[config.mk]
export PLATFORM = sky130hd
export DESIGN_NAME = trace_msg_gen
export DESIGN_NICKNAME = d
export VERILOG_FILES = /design/src/rtl/trc_pkg.sv /design/src/rtl/trc_encoder.sv /design/src/rtl/trc_fifo.sv /design/src/rtl/trc_bus_if.sv /design/src/rtl/trace_msg_gen.sv
export SDC_FILE = /design/constraint.sdc
export NUM_CORES = 1
export LEC_CHECK = 0
export ABC_CLOCK_PERIOD_IN_PS = 6420
export CORE_UTILIZATION = 30
export CTS_CLUSTER_SIZE = 16
export DETAILED_ROUTE_END_ITERATION = 12
export DONT_BUFFER_PORTS = 1
export HOLD_SLACK_MARGIN = 0.02
export PLACE_DENSITY_LB_ADDON = 0.08
export RECOVER_POWER = 25
export SYNTH_ARGS = -nofsm -noshare
export SYNTH_HDL_FRONTEND = slang
export SYNTH_HIERARCHICAL = 1
export SYNTH_SLANG_ARGS = --single-unit
[constraint.sdc]
create_clock -name clk -period 6.42 [get_ports clk]
set_input_delay 1.284 -clock clk [delete_from_list [all_inputs] [get_ports clk]]
set_output_delay 1.284 -clock clk [all_outputs]
set_load 0.1 [all_outputs]
[src/rtl/trc_pkg.sv]
package trc_pkg;
  localparam int ADDR_W = 32;
  localparam int DATA_W = 2 * ADDR_W;
  localparam int BE_W   = DATA_W / 8;

  typedef struct packed {
    logic              is_trace;
    logic [2:0]        code;
    logic [DATA_W-1:0] data;
  } trc_entry_t;

  // Trace data word: target on top, low half picked by completion status.
  function automatic logic [DATA_W-1:0] trc_pack_data(
      input logic [ADDR_W-1:0] tgt,
      input logic [ADDR_W-1:0] insn,
      input logic [ADDR_W-1:0] nxt,
      input logic              normal);
    return {tgt, (normal ? nxt : insn)};
  endfunction

  // Sub-code field: fixed all-ones for trace, zero-extended event code otherwise.
  function automatic logic [7:0] trc_sub_code(input logic is_trace, input logic [2:0] code);
    return is_trace ? 8'hFF : {5'b0, code};
  endfunction

  function automatic logic [1:0] trc_kind_b(input logic is_trace);
    return is_trace ? 2'b00 : 2'b01;
  endfunction
endpackage

[src/rtl/trc_encoder.sv]
module trc_encoder
  import trc_pkg::*;
(
  input  logic              trace_en,
  input  logic              br_valid,
  input  logic [ADDR_W-1:0] br_target,
  input  logic [ADDR_W-1:0] br_insn_addr,
  input  logic [ADDR_W-1:0] br_next_addr,
  input  logic              br_normal,
  input  logic              sp_valid,
  input  logic [2:0]        sp_code,
  output logic              slot0_vld,
  output trc_entry_t        slot0,
  output logic              slot1_vld,
  output trc_entry_t        slot1
);
  logic       br_take;
  trc_entry_t br_ent;
  trc_entry_t sp_ent;

  assign br_take = br_valid && trace_en;

  always_comb begin
    br_ent          = '0;
    br_ent.is_trace = 1'b1;
    br_ent.data     = trc_pack_data(br_target, br_insn_addr, br_next_addr, br_normal);
    sp_ent          = '0;
    sp_ent.is_trace = 1'b0;
    sp_ent.code     = sp_code;
  end

  // Special event takes the first slot when both arrive together.
  assign slot0_vld = sp_valid || br_take;
  assign slot0     = sp_valid ? sp_ent : br_ent;
  assign slot1_vld = sp_valid && br_take;
  assign slot1     = br_ent;
endmodule

[src/rtl/trc_fifo.sv]
module trc_fifo
  import trc_pkg::*;
#(
  parameter int DEPTH = 4
) (
  input  logic       clk,
  input  logic       rst_n,
  input  logic       in0_vld,
  input  trc_entry_t in0,
  input  logic       in1_vld,
  input  trc_entry_t in1,
  input  logic       pop,
  output trc_entry_t head,
  output logic       empty,
  output logic       drop
);
  localparam int PW = $clog2(DEPTH);
  localparam int CW = $clog2(DEPTH + 1);

  trc_entry_t      mem [DEPTH];
  logic [PW-1:0]   wr_ptr, rd_ptr;
  logic [CW-1:0]   count, free;
  logic            acc0, acc1, pop_eff;
  logic [CW-1:0]   n_push;

  assign free    = CW'(DEPTH) - count;
  assign acc0    = in0_vld && (free != '0);
  assign acc1    = in1_vld && (free > CW'(acc0));
  assign n_push  = CW'(acc0) + CW'(acc1);
  assign empty   = (count == '0);
  assign pop_eff = pop && !empty;
  assign drop    = (in0_vld && !acc0) || (in1_vld && !acc1);
  assign head    = mem[rd_ptr];

  always_ff @(posedge clk) begin
    if (acc0) mem[wr_ptr] <= in0;
    if (acc1) mem[acc0 ? wr_ptr + PW'(1) : wr_ptr] <= in1;
  end

  always_ff @(posedge clk) begin
    if (!rst_n) begin
      wr_ptr <= '0;
      rd_ptr <= '0;
      count  <= '0;
    end else begin
      wr_ptr <= wr_ptr + PW'(n_push);
      if (pop_eff) rd_ptr <= rd_ptr + PW'(1);
      count  <= count + n_push - CW'(pop_eff);
    end
  end

  a_r9_count_bound: assert property (@(posedge clk) disable iff (!rst_n)
    count <= CW'(DEPTH));
  a_r9_drop_only_when_full: assert property (@(posedge clk) disable iff (!rst_n)
    (in0_vld && !acc0) |-> (count == CW'(DEPTH)));
endmodule

[src/rtl/trc_bus_if.sv]
module trc_bus_if
  import trc_pkg::*;
(
  input  logic              clk,
  input  logic              rst_n,
  input  logic              empty,
  input  trc_entry_t        head,
  output logic              pop,
  output logic              req_valid,
  input  logic              req_ready,
  output logic              req_kind_a,
  output logic [1:0]        req_kind_b,
  output logic [7:0]        req_subcode,
  output logic              dat_valid,
  input  logic              dat_ready,
  output logic [DATA_W-1:0] dat_word,
  output logic [BE_W-1:0]   dat_be
);
  typedef enum logic {S_REQ, S_DATA} bus_st_t;
  bus_st_t state;

  logic req_fire, dat_fire;

  assign req_valid   = (state == S_REQ) && !empty;
  assign req_fire    = req_valid && req_ready;
  assign dat_valid   = (state == S_DATA);
  assign dat_fire    = dat_valid && dat_ready;
  assign pop         = (req_fire && !head.is_trace) || dat_fire;

  assign req_kind_a  = head.is_trace;
  assign req_kind_b  = trc_kind_b(head.is_trace);
  assign req_subcode = trc_sub_code(head.is_trace, head.code);
  assign dat_word    = head.data;
  assign dat_be      = dat_valid ? '1 : '0;

  always_ff @(posedge clk) begin
    if (!rst_n) state <= S_REQ;
    else begin
      case (state)
        S_REQ:  if (req_fire && head.is_trace) state <= S_DATA;
        S_DATA: if (dat_fire) state <= S_REQ;
        default: state <= S_REQ;
      endcase
    end
  end

  a_r8_req_hold: assert property (@(posedge clk) disable iff (!rst_n)
    (req_valid && !req_ready) |=> (req_valid && $stable(req_subcode) && $stable(req_kind_a)));
  a_r8_dat_hold: assert property (@(posedge clk) disable iff (!rst_n)
    (dat_valid && !dat_ready) |=> (dat_valid && $stable(dat_word)));
  a_r8_dat_follows: assert property (@(posedge clk) disable iff (!rst_n)
    (req_fire && req_kind_a) |=> dat_valid);
  a_r11_no_special_data: assert property (@(posedge clk) disable iff (!rst_n)
    (req_fire && !req_kind_a) |=> !dat_valid);
  a_r4_full_be: assert property (@(posedge clk) disable iff (!rst_n)
    dat_valid |-> (dat_be == '1));
  a_r5_trace_fields: assert property (@(posedge clk) disable iff (!rst_n)
    (req_valid && req_kind_a) |-> (req_subcode == 8'hFF && req_kind_b == 2'b00));
  a_r6_special_fields: assert property (@(posedge clk) disable iff (!rst_n)
    (req_valid && !req_kind_a) |-> (req_subcode[7:3] == 5'd0 && req_kind_b == 2'b01));
  a_r8_phase_exclusive: assert property (@(posedge clk) disable iff (!rst_n)
    !(req_valid && dat_valid));
endmodule

[src/rtl/trace_msg_gen.sv]
module trace_msg_gen
  import trc_pkg::*;
#(
  parameter int DEPTH = 4
) (
  input  logic        clk,
  input  logic        rst_n,
  input  logic        trace_en,
  input  logic        br_valid,
  input  logic [31:0] br_target,
  input  logic [31:0] br_insn_addr,
  input  logic [31:0] br_next_addr,
  input  logic        br_normal,
  input  logic        sp_valid,
  input  logic [2:0]  sp_code,
  output logic        req_valid,
  input  logic        req_ready,
  output logic        req_kind_a,
  output logic [1:0]  req_kind_b,
  output logic [7:0]  req_subcode,
  output logic        dat_valid,
  input  logic        dat_ready,
  output logic [63:0] dat_word,
  output logic [7:0]  dat_be,
  output logic        overflow
);
  logic       slot0_vld, slot1_vld, fifo_empty, fifo_pop, fifo_drop;
  trc_entry_t slot0, slot1, fifo_head;

  trc_encoder u_enc (
    .trace_en, .br_valid, .br_target, .br_insn_addr, .br_next_addr, .br_normal,
    .sp_valid, .sp_code,
    .slot0_vld, .slot0, .slot1_vld, .slot1
  );

  trc_fifo #(.DEPTH(DEPTH)) u_fifo (
    .clk, .rst_n,
    .in0_vld(slot0_vld), .in0(slot0), .in1_vld(slot1_vld), .in1(slot1),
    .pop(fifo_pop), .head(fifo_head), .empty(fifo_empty), .drop(fifo_drop)
  );

  trc_bus_if u_bus (
    .clk, .rst_n,
    .empty(fifo_empty), .head(fifo_head), .pop(fifo_pop),
    .req_valid, .req_ready, .req_kind_a, .req_kind_b, .req_subcode,
    .dat_valid, .dat_ready, .dat_word, .dat_be
  );

  always_ff @(posedge clk) begin
    if (!rst_n)         overflow <= 1'b0;
    else if (fifo_drop) overflow <= 1'b1;
  end

  a_r9_overflow_sticky: assert property (@(posedge clk) disable iff (!rst_n)
    overflow |=> overflow);
  a_r9_overflow_cause: assert property (@(posedge clk) disable iff (!rst_n)
    $rose(overflow) |-> $past(br_valid || sp_valid));
endmodule

==> flow_summary_export.csv <==
group,metric,value,unit
grt,pin_count_of_the_biggest_net_entering_global_routing,53,
sta,timing.final.crit_period,4.99,ns
die,chipWidth,231,µm
status,run_status,"complete, but fails checks",
setup_path,cp_num_buf_inv,1,
placed_design,placement.io_buffers,0,
finish,sequential_cell_area,8400,µm²
worst_hold_path,holdCritPathClass,"reg2reg",
setup_path,critical_path_required,5.14,ns
setup_path,cell_class_contributing_the_biggest_share_of_worst_path_delay,"buffers and inverters",
routing,firstDrtPassIters,7,
placed_design,dpl.hpwl,23000,µm
placed_design,dp.cells,1509,
routing,post_drt_via_cell_ratio,4.88,
die,core_area,51600,µm²
die,total_die_area,53500,µm²
clock_network,clock_path_buffers,3,
sta,timing_max_transition_violations_final,34,
sta,setup-tns-final,0,ns
routing,vias,7655,
clock_network,worst_setup_hold_path_clk_slew,0.06,ns
synth,synth_enable_flop_cells,272,
worst_hold_path,hold_crit_start,"u_fifo/rd_ptr[1]",
placed_design,gp_routability_congestion,0.711,
power_and_ir_drop,power_per_cell_area,502,nW/µm²
setup_path,r2r_setup_slack,1.73,ns
setup_path,list_of_cells_traversed_by_the_critical_path,"clkbuf_2",
setup_path,end_kind,"output port",
finish,area.growth.synth_to_final,5.37,%
routing,remaining_drc_errors,0,
grt,gr-max-usage-layer,"met2",
routing,finalWirelength,39900,µm
grt,number_of_global_route_vias_before_repair,8627,
finish,finish.utilization,32.2,%
setup_path,ff2ff_path_depth,10,
setup_path,critical_path_arrival,3.71,ns
clock_network,clock_tree.htree_level_count,2,
grt,antenna_violations_before_repair,1,
synth,syn_avg_cell_area,16.1,µm²
clock_network,holdBufCountCts,0,
grt,global_route.usage.met3,3.99,%
sta,finalHoldViolCount,0,
finish,multi_input_area,6070,µm²
clock_network,clock-sinks,283,
routing,detailedRoute.firstIterationViolations,383,
synth,synth_top_flop_cell,"sky130_fd_sc_hd__edfxtp_1",
clock_network,cts_inserted_buffers,37,
synth,netlist_area,15800,µm²
sta,tightestPinTransition,2.65,ns
setup_path,timing_worst_setup_path_type,"reg2out",
die,initial_standard_cell_utilization_of_the_core,30.6,%
grt,use_met1,17.5,%
synth,yosysWarningCount,6,
status,failing_checks,"capacitance limit, slew limit",
setup_path,cp_slowest_cell,"sky130_fd_sc_hd__clkbuf_2",
synth,postSynth.asyncResetShare,0,%
sta,setup_viol,0,
clock_network,clk-insertion-delay-late,0.53,ns
sta,fmax,0.200,GHz
grt,global_route.usage.met2,27.2,%
grt,grt_overflow_total,0,
die,vertical_die_dimension,231,µm
power_and_ir_drop,power,8.35,mW
finish,stdcell_area,16600,µm²
finish,stdcell_count,1569,
power_and_ir_drop,power.static_leakage,5.73,nW
run,max_capacitance_violation_count,3,
setup_path,timing.rr.start,"u_fifo/count[0]",
placed_design,post_dp_cell_area,15600,µm²
synth,ys_ff_latch,283,
power_and_ir_drop,vdd_drop_max,0.224,mV
clock_network,clock_tree.root_cell,"sky130_fd_sc_hd__clkbuf_16",
finish,post_route_cells_drive_above_1_share,47.6,%
clock_network,postCtsResizedCells,0,
sta,final_min_period_over_clock_period,77.8,%
synth,synthDistinctLibCells,38,
setup_path,critical_path.max_stage_delay,2.04,ns
finish,antenna_fix_cells,0,
clock_network,cts_tree,"yes",
die,fp-row-count,83,
finish,filler_cell_count,4985,
finish,finalNetCount,989,
synth,synth.yosys.seq_area_share,53.2,%
sta,grt_setup_unrepaired,"false",
grt,grt_first_pass_wirelength,58300,µm
grt,grt_use_total,15.2,%
sta,timing.clock.skew,0.00837,ns
routing,drt-wirelength-per-cell,25.4,µm
setup_path,worst_setup_path_start_kind,"flop",
clock_network,post_cts_setup_driven_buffer_insertion_count,0,
worst_hold_path,min_delay_path_depth,2,
synth,post_synth_inst_count,979,
sta,slew_headroom,-75.7,%
routing,drt.antenna.violating_nets,0,
setup_path,rr_endpoint,"u_fifo/mem[1][49]",
die,ios,193,
setup_path,worst-path-max-fanout,10,
==> registers in the layout, summed over array words and instances (netlist names), named ones only <==
register         count
overflow             1
u_bus/dat_valid      1
u_fifo/count         3
u_fifo/mem         272
u_fifo/rd_ptr        2
u_fifo/wr_ptr        2
==> through the flow <==
stage	hold slack, ns	setup slack [ns]
after floorplan	0.550	1.31
after global placement	0.564	1.51
after detailed placement	0.578	1.45
after CTS	0.580	1.70
after global routing	0.620	1.23
final	0.576	1.43
==> cell usage in the layout (no fill, tap or decap), drive strengths merged, types with 4 or more instances in the layout <==
cell type	instances
mux2	304
edfxtp	272
mux4	68
clkbuf	47
and2	43
nor2b	35
buf	18
inv	15
ha	13
dfxtp	11
nand2	11
clkinv	11
conb	5
xnor2	5
nor2	4
==> worst register-to-register path: stages (launching register included) <==
cell	delay [ns]
sky130_fd_sc_hd__dfxtp_1	0.34
sky130_fd_sc_hd__inv_1	0.08
sky130_fd_sc_hd__ha_1	0.22
sky130_fd_sc_hd__ha_1	0.22
sky130_fd_sc_hd__nor2b_1	0.61
sky130_fd_sc_hd__ha_1	0.36
sky130_fd_sc_hd__nor2_1	0.18
sky130_fd_sc_hd__o21ai_2	0.12
sky130_fd_sc_hd__nor2_1	0.22
sky130_fd_sc_hd__a21o_1	1.34
sky130_fd_sc_hd__buf_4	0.63
==> where the power goes <==
group | internal (mW) | switching [mW] | total [mW]
clock | 1.13 | 0.762 | 1.89
combinational | 0.700 | 2.90 | 3.60
sequential | 2.64 | 0.222 | 2.86
total | 4.47 | 3.88 | 8.35
==> cell families (layout without fill, tap and decap cells) <==
group	Yosys count	count (layout)	share of synthesized area, %
AO/OA/AOI/OAI	11	11	0.595
XOR/XNOR	6	6	0.333
adder cells (fa/ha/maj)	14	14	1.16
buffers and inverters	186	94	8.30
flip-flops	283	283	53.2
multiplexers	372	372	32.3
other	3	5	0.0714
AND/OR/NAND/NOR	104	104	4.02
==> layer usage <==
metal  up-vias  wire (µm)
met4         0        814
met1      4032      15900
met2       166      20800
met5         -          0
li1       3399          -
met3        58       2250
==> worst max-delay path by stage <==
stage / from / to / cells past startpoint
after global routing: br_valid / u_fifo/mem[1][58] / 9
final: u_bus/dat_valid / dat_be[3] / 1
after floorplan: sp_valid / u_fifo/mem[3][0] / 13
after global placement: br_valid / u_fifo/mem[3][39] / 10
after CTS: flop / req_kind_b[0] / 2
after detailed placement: br_valid / u_fifo/mem[3][50] / 10
==> synth_stat cells (all sizes together), types with 2 or more instances <==
| cell | number | area [µm²] |
|---|---|---|
| mux2 | 304 | 3570 |
| edfxtp | 272 | 8170 |
| buf | 156 | 1200 |
| mux4 | 68 | 1530 |
| and2 | 43 | 274 |
| nor2b | 35 | 219 |
| clkbuf | 15 | 56.3 |
| inv | 15 | 56.3 |
| ha | 13 | 163 |
| dfxtp | 11 | 220 |
| nand2 | 11 | 41.3 |
| xnor2 | 5 | 43.8 |
| nor2 | 4 | 22.5 |
| a21o | 3 | 22.5 |
| conb | 3 | 11.3 |
| or2 | 3 | 18.8 |
| nand3b | 2 | 15.0 |
| o21a | 2 | 15.0 |
| or3 | 2 | 12.5 |
==> cell type report <==
type,instances,share of cell area [%]
clock buffers,46,5.77
clock inverters,14,0.723
inverters,15,0.339
multi-input cells,512,36.5
flip-flops and latches,283,50.5
well taps,680,5.12
repair buffers,19,0.964
Note: power is estimated with default switching activity, not from simulation.
